<file path="src/rtl/ppw_pkg.sv">
package ppw_pkg;
    parameter int PLANES  = 4;
    parameter int PLANE_W = 8;

    localparam int PAT_W  = PLANES * PLANE_W;
    localparam int CFG_AW = $clog2(PLANES + 4);
    localparam logic [CFG_AW-1:0] MODE_SEL = CFG_AW'(PLANES);
    localparam logic [CFG_AW-1:0] PEN_SEL  = CFG_AW'(PLANES + 1);

    typedef enum logic {
        WM_PLAIN = 1'b0,
        WM_STAMP = 1'b1
    } wmode_e;

    typedef struct packed {
        logic [PLANES-1:0][PLANE_W-1:0] pat;
        wmode_e                         mode;
        logic [PLANES-1:0]              pen;
    } cfg_t;

    typedef struct packed {
        logic                           we;
        logic [PLANES-1:0][PLANE_W-1:0] wdata;
        logic [PLANES-1:0][PLANE_W-1:0] bwe;
    } wr_t;
endpackage

</file>
<file path="src/rtl/ppw_cfg_regs.sv">
module ppw_cfg_regs
    import ppw_pkg::*;
(
    input  logic              clk,
    input  logic              rst_n,
    input  logic              cfg_we,
    input  logic [CFG_AW-1:0] cfg_addr,
    input  logic [PLANE_W-1:0] cfg_wdata,
    output cfg_t              cfg
);
    cfg_t cfg_d, cfg_q;

    always_comb begin
        cfg_d = cfg_q;
        if (cfg_we) begin
            for (int p = 0; p < PLANES; p++) begin
                if (cfg_addr == CFG_AW'(p)) begin
                    cfg_d.pat[p] = cfg_wdata;
                end
            end
            if (cfg_addr == MODE_SEL) begin
                cfg_d.mode = wmode_e'(cfg_wdata[0]);
            end
            if (cfg_addr == PEN_SEL) begin
                cfg_d.pen = cfg_wdata[PLANES-1:0];
            end
        end
    end

    always_ff @(posedge clk or negedge rst_n) begin
        if (!rst_n) begin
            cfg_q      <= '0;
            cfg_q.mode <= WM_PLAIN;
            cfg_q.pen  <= '1;
        end else begin
            cfg_q <= cfg_d;
        end
    end

    assign cfg = cfg_q;


    mode_load_chk: assert property (@(posedge clk) disable iff (!rst_n)
        cfg_we && cfg_addr == MODE_SEL |=> cfg_q.mode == wmode_e'($past(cfg_wdata[0])));


    pen_load_chk: assert property (@(posedge clk) disable iff (!rst_n)
        cfg_we && cfg_addr == PEN_SEL |=> cfg_q.pen == $past(cfg_wdata[PLANES-1:0]));


    unused_addr_chk: assert property (@(posedge clk) disable iff (!rst_n)
        cfg_we && cfg_addr > PEN_SEL |=> $stable(cfg_q));
endmodule

</file>
<file path="src/rtl/ppw_lane.sv">
module ppw_lane
    import ppw_pkg::*;
(
    input  wmode_e             mode,
    input  logic               plane_en,
    input  logic [PLANE_W-1:0] pat_byte,
    input  logic [PLANE_W-1:0] cpu_byte,
    output logic [PLANE_W-1:0] lane_wdata,
    output logic [PLANE_W-1:0] lane_bwe
);
    always_comb begin
        if (mode == WM_STAMP) begin
            lane_wdata = pat_byte;
            lane_bwe   = cpu_byte;
        end else begin
            lane_wdata = cpu_byte;
            lane_bwe   = {PLANE_W{plane_en}};
        end
    end
endmodule

</file>
<file path="src/rtl/ppw_out_stage.sv">
module ppw_out_stage
    import ppw_pkg::*;
#(
    parameter int ADDR_W = 16
) (
    input  logic              clk,
    input  logic              rst_n,
    input  logic              cpu_we,
    input  logic [ADDR_W-1:0] cpu_addr,
    input  logic [PAT_W-1:0]  lane_wdata,
    input  logic [PAT_W-1:0]  lane_bwe,
    output logic              mem_we,
    output logic [ADDR_W-1:0] mem_addr,
    output logic [PAT_W-1:0]  mem_wdata,
    output logic [PAT_W-1:0]  mem_bit_we
);
    wr_t               wr_d, wr_q;
    logic [ADDR_W-1:0] addr_d, addr_q;

    always_comb begin
        wr_d   = wr_q;
        addr_d = addr_q;
        if (cpu_we) begin
            wr_d.we    = 1'b1;
            wr_d.wdata = lane_wdata;
            wr_d.bwe   = lane_bwe;
            addr_d     = cpu_addr;
        end else begin
            wr_d.we  = 1'b0;
            wr_d.bwe = '0;
        end
    end

    always_ff @(posedge clk or negedge rst_n) begin
        if (!rst_n) begin
            wr_q   <= '0;
            addr_q <= '0;
        end else begin
            wr_q   <= wr_d;
            addr_q <= addr_d;
        end
    end

    assign mem_we     = wr_q.we;
    assign mem_addr   = addr_q;
    assign mem_wdata  = wr_q.wdata;
    assign mem_bit_we = wr_q.bwe;


    idle_enables_chk: assert property (@(posedge clk) disable iff (!rst_n)
        !mem_we |-> mem_bit_we == '0);


    addr_follow_chk: assert property (@(posedge clk) disable iff (!rst_n)
        cpu_we |=> mem_addr == $past(cpu_addr));
endmodule

</file>
<file path="src/rtl/ppw_pattern_writer.sv">
module ppw_pattern_writer
    import ppw_pkg::*;
#(
    parameter int ADDR_W = 16
) (
    input  logic                clk,
    input  logic                rst_n,
    input  logic                cfg_we,
    input  logic [CFG_AW-1:0]   cfg_addr,
    input  logic [PLANE_W-1:0]  cfg_wdata,
    input  logic                cpu_we,
    input  logic [ADDR_W-1:0]   cpu_addr,
    input  logic [PLANE_W-1:0]  cpu_data,
    output logic                mem_we,
    output logic [ADDR_W-1:0]   mem_addr,
    output logic [PAT_W-1:0]    mem_wdata,
    output logic [PAT_W-1:0]    mem_bit_we
);
    cfg_t             cfg;
    logic [PAT_W-1:0] lane_wdata;
    logic [PAT_W-1:0] lane_bwe;
    logic [PAT_W-1:0] pat_flat;

    ppw_cfg_regs u_cfg (
        .clk       (clk),
        .rst_n     (rst_n),
        .cfg_we    (cfg_we),
        .cfg_addr  (cfg_addr),
        .cfg_wdata (cfg_wdata),
        .cfg       (cfg)
    );

    assign pat_flat = cfg.pat;

    for (genvar p = 0; p < PLANES; p++) begin : g_lane
        ppw_lane u_lane (
            .mode       (cfg.mode),
            .plane_en   (cfg.pen[p]),
            .pat_byte   (cfg.pat[p]),
            .cpu_byte   (cpu_data),
            .lane_wdata (lane_wdata[p*PLANE_W +: PLANE_W]),
            .lane_bwe   (lane_bwe[p*PLANE_W +: PLANE_W])
        );
    end

    ppw_out_stage #(.ADDR_W(ADDR_W)) u_out (
        .clk        (clk),
        .rst_n      (rst_n),
        .cpu_we     (cpu_we),
        .cpu_addr   (cpu_addr),
        .lane_wdata (lane_wdata),
        .lane_bwe   (lane_bwe),
        .mem_we     (mem_we),
        .mem_addr   (mem_addr),
        .mem_wdata  (mem_wdata),
        .mem_bit_we (mem_bit_we)
    );


    one_cycle_chk: assert property (@(posedge clk) disable iff (!rst_n)
        cpu_we |=> mem_we);


    no_spurious_chk: assert property (@(posedge clk) disable iff (!rst_n)
        !cpu_we |=> !mem_we);


    plain_data_chk: assert property (@(posedge clk) disable iff (!rst_n)
        cpu_we && cfg.mode == WM_PLAIN |=> mem_wdata == {PLANES{$past(cpu_data)}});


    stamp_data_chk: assert property (@(posedge clk) disable iff (!rst_n)
        cpu_we && cfg.mode == WM_STAMP |=> mem_wdata == $past(pat_flat));


    stamp_mask_chk: assert property (@(posedge clk) disable iff (!rst_n)
        cpu_we && cfg.mode == WM_STAMP |=> mem_bit_we == {PLANES{$past(cpu_data)}});
endmodule

</file>
<file path="config.mk">
export PLATFORM = sky130hd
export DESIGN_NAME = ppw_pattern_writer
export DESIGN_NICKNAME = d
export VERILOG_FILES = /design/src/rtl/ppw_pkg.sv /design/src/rtl/ppw_cfg_regs.sv /design/src/rtl/ppw_lane.sv /design/src/rtl/ppw_out_stage.sv /design/src/rtl/ppw_pattern_writer.sv
export SDC_FILE = /design/constraint.sdc
export NUM_CORES = 1
export LEC_CHECK = 0
export ABC_AREA = 0
export BUFFER_PORTS_ARGS = -buffer_cell sky130_fd_sc_hd__buf_4
export CAP_MARGIN = 20
export CORE_MARGIN = 8
export CORE_UTILIZATION = 52
export DETAILED_ROUTE_END_ITERATION = 6
export PLACE_DENSITY = 0.88
export RECOVER_POWER = 25
export SYNTH_ARGS = -nofsm -noshare
export SYNTH_HDL_FRONTEND = slang
export SYNTH_SLANG_ARGS = --single-unit
</file>
<file path="constraint.sdc">
create_clock -name clk -period 1.2 [get_ports clk]
set_input_delay 0.24 -clock clk [delete_from_list [all_inputs] [get_ports clk]]
set_output_delay 0.24 -clock clk [all_outputs]
set_load 0.005 [all_outputs]
</file>
==> results_dict.tcl <==
set metrics [dict create \
    status "complete, but fails checks" \
    violations "setup timing" \
    drt-pass1-iter-count 4 \
    grt_pass1_vias 3743 \
    initial_utilization_pct 53.33 \
    crit_slowest_cell "dfrtp_1" \
    stdcell_count 645 \
    seqPwrFrac_pct 38.5 \
    min_from "cpu_data[4]" \
    ios 120 \
    place_ws_ps -160.0 \
    p_int_mw 9.959 \
    synth_compound_area_share_pct 8.651 \
    placed_cells 559 \
    swShare_pct 26.39 \
    syn_nets 375 \
    cts_sinks 118 \
    worstPathArrival_ps 1070 \
    netlist.top_cell.by_area "dfrtp_1" \
    die_area_um2 12170 \
    reg2reg_from "u_cfg.cfg[4]$_DFFE_PN0P_" \
    num_antenna_cells 0 \
    maxSlewViolCount 0 \
    ant_nets 0 \
    grt.overflow.total 0 \
    synth_seq_cells 118 \
    yosysMostFrequentCell "dfrtp_1" \
    regToRegSetupSlack_ps -30 \
    clk_latency_ps 510 \
    pwr-share-comb_pct 22.5 \
    synth_adder_area_share_pct 0 \
    drv_cap 0 \
    cts_buffers 17 \
    synth_top_area_share_pct 61.64 \
    via_count 3429 \
    synth.distinct_cells 18 \
    cts-root-buf "clkbuf_8" \
    crit_type "register to output port" \
    min_path_type "input pin to register" \
    ys_top_cells_by_count "dfrtp_1, mux2_2" \
    clockPowerShare_pct 38.9 \
    grtUsageTotal_pct 22.52 \
    ys.flop_type "dfrtp_1" \
    numPortBuffers 119 \
    critPathMaxFanout 2 \
    whs_path_depth 3 \
    drive_above_1_share_pct 49.35 \
    worstPathCellList "buf_6" \
    post-route-drc-count 0 \
    fp.dieW_um 110.3 \
    rsz0062_at_grt "yes" \
    reg2reg_depth 4 \
    vias_per_cell 5.316 \
    syn_inst 336 \
    critPathCaptureType "output port" \
    hold_viol 0 \
    placed_cell_area_um2 5763 \
    finClkSkew_ps 10.38 \
    slew-limit-headroom_pct 40.02 \
    cp-start-kind "register" \
    area_delta_synth_final_pct 54.85 \
    crit_required_ps 960 \
    core-area_um2 8678 \
    tightest_slew_ps 899.8 \
    max_stage_delay_ps 410 \
    num-fill-cells 403 \
    nets 563 \
    fin_area_um2 7167 \
    vdd_ir_drop_max_mv 1.147 \
    cts_buffer_depth 2 \
    dp_hpwl_um 7598 \
    powerDensity_nw_per_um2 1888 \
    ys_seq_area_share_pct 63.91 \
    path_clk_slew_ps 60 \
    grt_pass1_wl_um 20270 \
    synth_edf_count 0 \
    wl_per_cell_um 20.80 \
    setup-violations-final 87 \
    worst_slack_ps -105.3 \
    p_leak_nw 3.346 \
    grt_max_degree 98 \
    yosys-top-cells-area "dfrtp_1, mux2_2, mux2i_1, a21boi_0, a21oi_1" \
    muxShareOfSynthArea_pct 19.82 \
    synth_top_family_by_area "multiplexers" \
    synth_xor_xnor_area_share_pct 0 \
    gp_congestion 0.7593 \
    die_h_um 110.3 \
    yosys.area_share.simple_pct 5.569 \
    finalCritPeriodShare_pct 108.8 \
    syn_area_um2 4628 \
    power_switching_mw 3.571 \
    fmax_ghz 0.7661 \
    synthArstFlopShare_pct 100.0 \
    grt_antenna_before_repair 0 \
    yosysWarnings 0 \
    hold_end "u_out.mem_wdata[28]$_DFFE_PN0P_" \
    postSynthAreaPerCell_um2 13.77 \
    timing.rr.end "u_out.mem_wdata[10]$_DFFE_PN0P_" \
    finalCriticalPeriod_ps 1305 \
    crit_family "flip-flops" \
    fp-row-count 34 \
    cts_max_level 4 \
    cts_tree "yes" \
    timing.critical_path.buf_inv 1 \
    drt-total-wl_um 13420 \
    drt_iter0_markers 167 \
]
-- state kept, by name, summed over array words and instances (netlist names) --
register and cells:
u_out.mem_wdata 32, u_out.mem_addr 16, u_out.mem_we 1, u_out.mem_bit_we 32, u_cfg.cfg 37
-- final cells by class --
class	count	area (um^2)	area share [%]
Timing Repair Buffer	188	1847	25.77
Tap cell	108	135.1	1.885
Clock inverter	15	205.2	2.863
Sequential cell	118	2959	41.29
Multi-Input combinational cell	199	1607	22.42
Clock buffer	17	414.1	5.779
-- layout by cell type (no fill, tap or decap), types with 2 or more instances in the layout --
cell           instances
bufinv_16              4
dlygate4sd3_1         25
a21oi_1               32
clkinv_4               5
dfstp_2                4
clkbuf_16             16
clkinv_2               2
clkbuf_1               2
buf_12                 6
a21boi_0              16
nor2_1                32
mux2i_1               30
dfrtp_1              113
buf_6                 82
and4bb_2               2
nand2_1                7
mux2_2                53
clkinvlp_4             3
nand2b_2               4
buf_4                 71
a21boi_2               3
a21boi_1              13
mux2i_2                2
-- logic make-up (layout without fill, tap and decap cells) --
kind of cell	Yosys count	in the layout
flops	118	118
mux	85	85
compound gates	64	64
simple gates	50	50
buf+inv	19	220
-- worst max path at each step --
stage	slack, ps	cells past startpoint	end	startpoint
after floorplan	5	2	u_cfg.cfg[10]$_DFFE_PN0P_	cfg_addr[2]
after global placement	-110	4	u_cfg.cfg[7]$_DFFE_PN0P_	cfg_addr[2]
after detailed placement	-160	4	u_cfg.cfg[10]$_DFFE_PN0P_	cfg_addr[2]
after CTS	-110	1	mem_wdata[24]	u_out.mem_wdata[24]$_DFFE_PN0P_
after global routing	-130	1	mem_wdata[21]	u_out.mem_wdata[21]$_DFFE_PN0P_
final	-110	1	mem_wdata[21]	u_out.mem_wdata[21]$_DFFE_PN0P_
-- what timing repair did --
action                     4_1_cts  5_1_grt
gates resized for setup         87       20
setup endpoints to repair       98      105
hold buffers                    25        0
hold endpoints to repair       160        0
pin swaps                        0        1
buffers inserted                16       13
-- metrics by stage --
| step | util (%) | hold slack (ps) | power [mW] | TNS (ps) |
|---|---|---|---|---|
| floorplan | - | -55.59 | 6.127 | 0 |
| global placement | 66.41 | 145.5 | 7.373 | -2402 |
| detailed placement | 66.41 | 142.3 | 7.492 | -3265 |
| CTS | 81.52 | 67.02 | 13.36 | -6129 |
| global route | 82.58 | 97.66 | 14.05 | -7797 |
| finish | 82.58 | 91.37 | 13.53 | -4938 |
-- per-layer routing --
layer / GRT usage (%) / part of all wire [%] / vias to the layer above / routed length (um)
li1: - / - / 1555 / -
met1: 25.29 / 38 / 1717 / 5126
met5: 0 / 0 / - / 0
met2: 38.72 / 52 / 128 / 6953
met4: 9.610 / 2.5 / 0 / 334
met3: 7.093 / 7.5 / 29 / 1001
-- power by group through the flow --
stage          Combinational (mW)  Sequential [mW]  Clock, mW
6_report                     3.05             5.21       5.27
3_5_place_dp                 2.32             5.17          0
5_1_grt                      3.26             5.28       5.50
4_1_cts                      2.89             5.18       5.30
2_1_floorplan                1.03             5.09          0
3_3_place_gp                 2.23             5.14          0
Power figures use the tool's default switching activity.
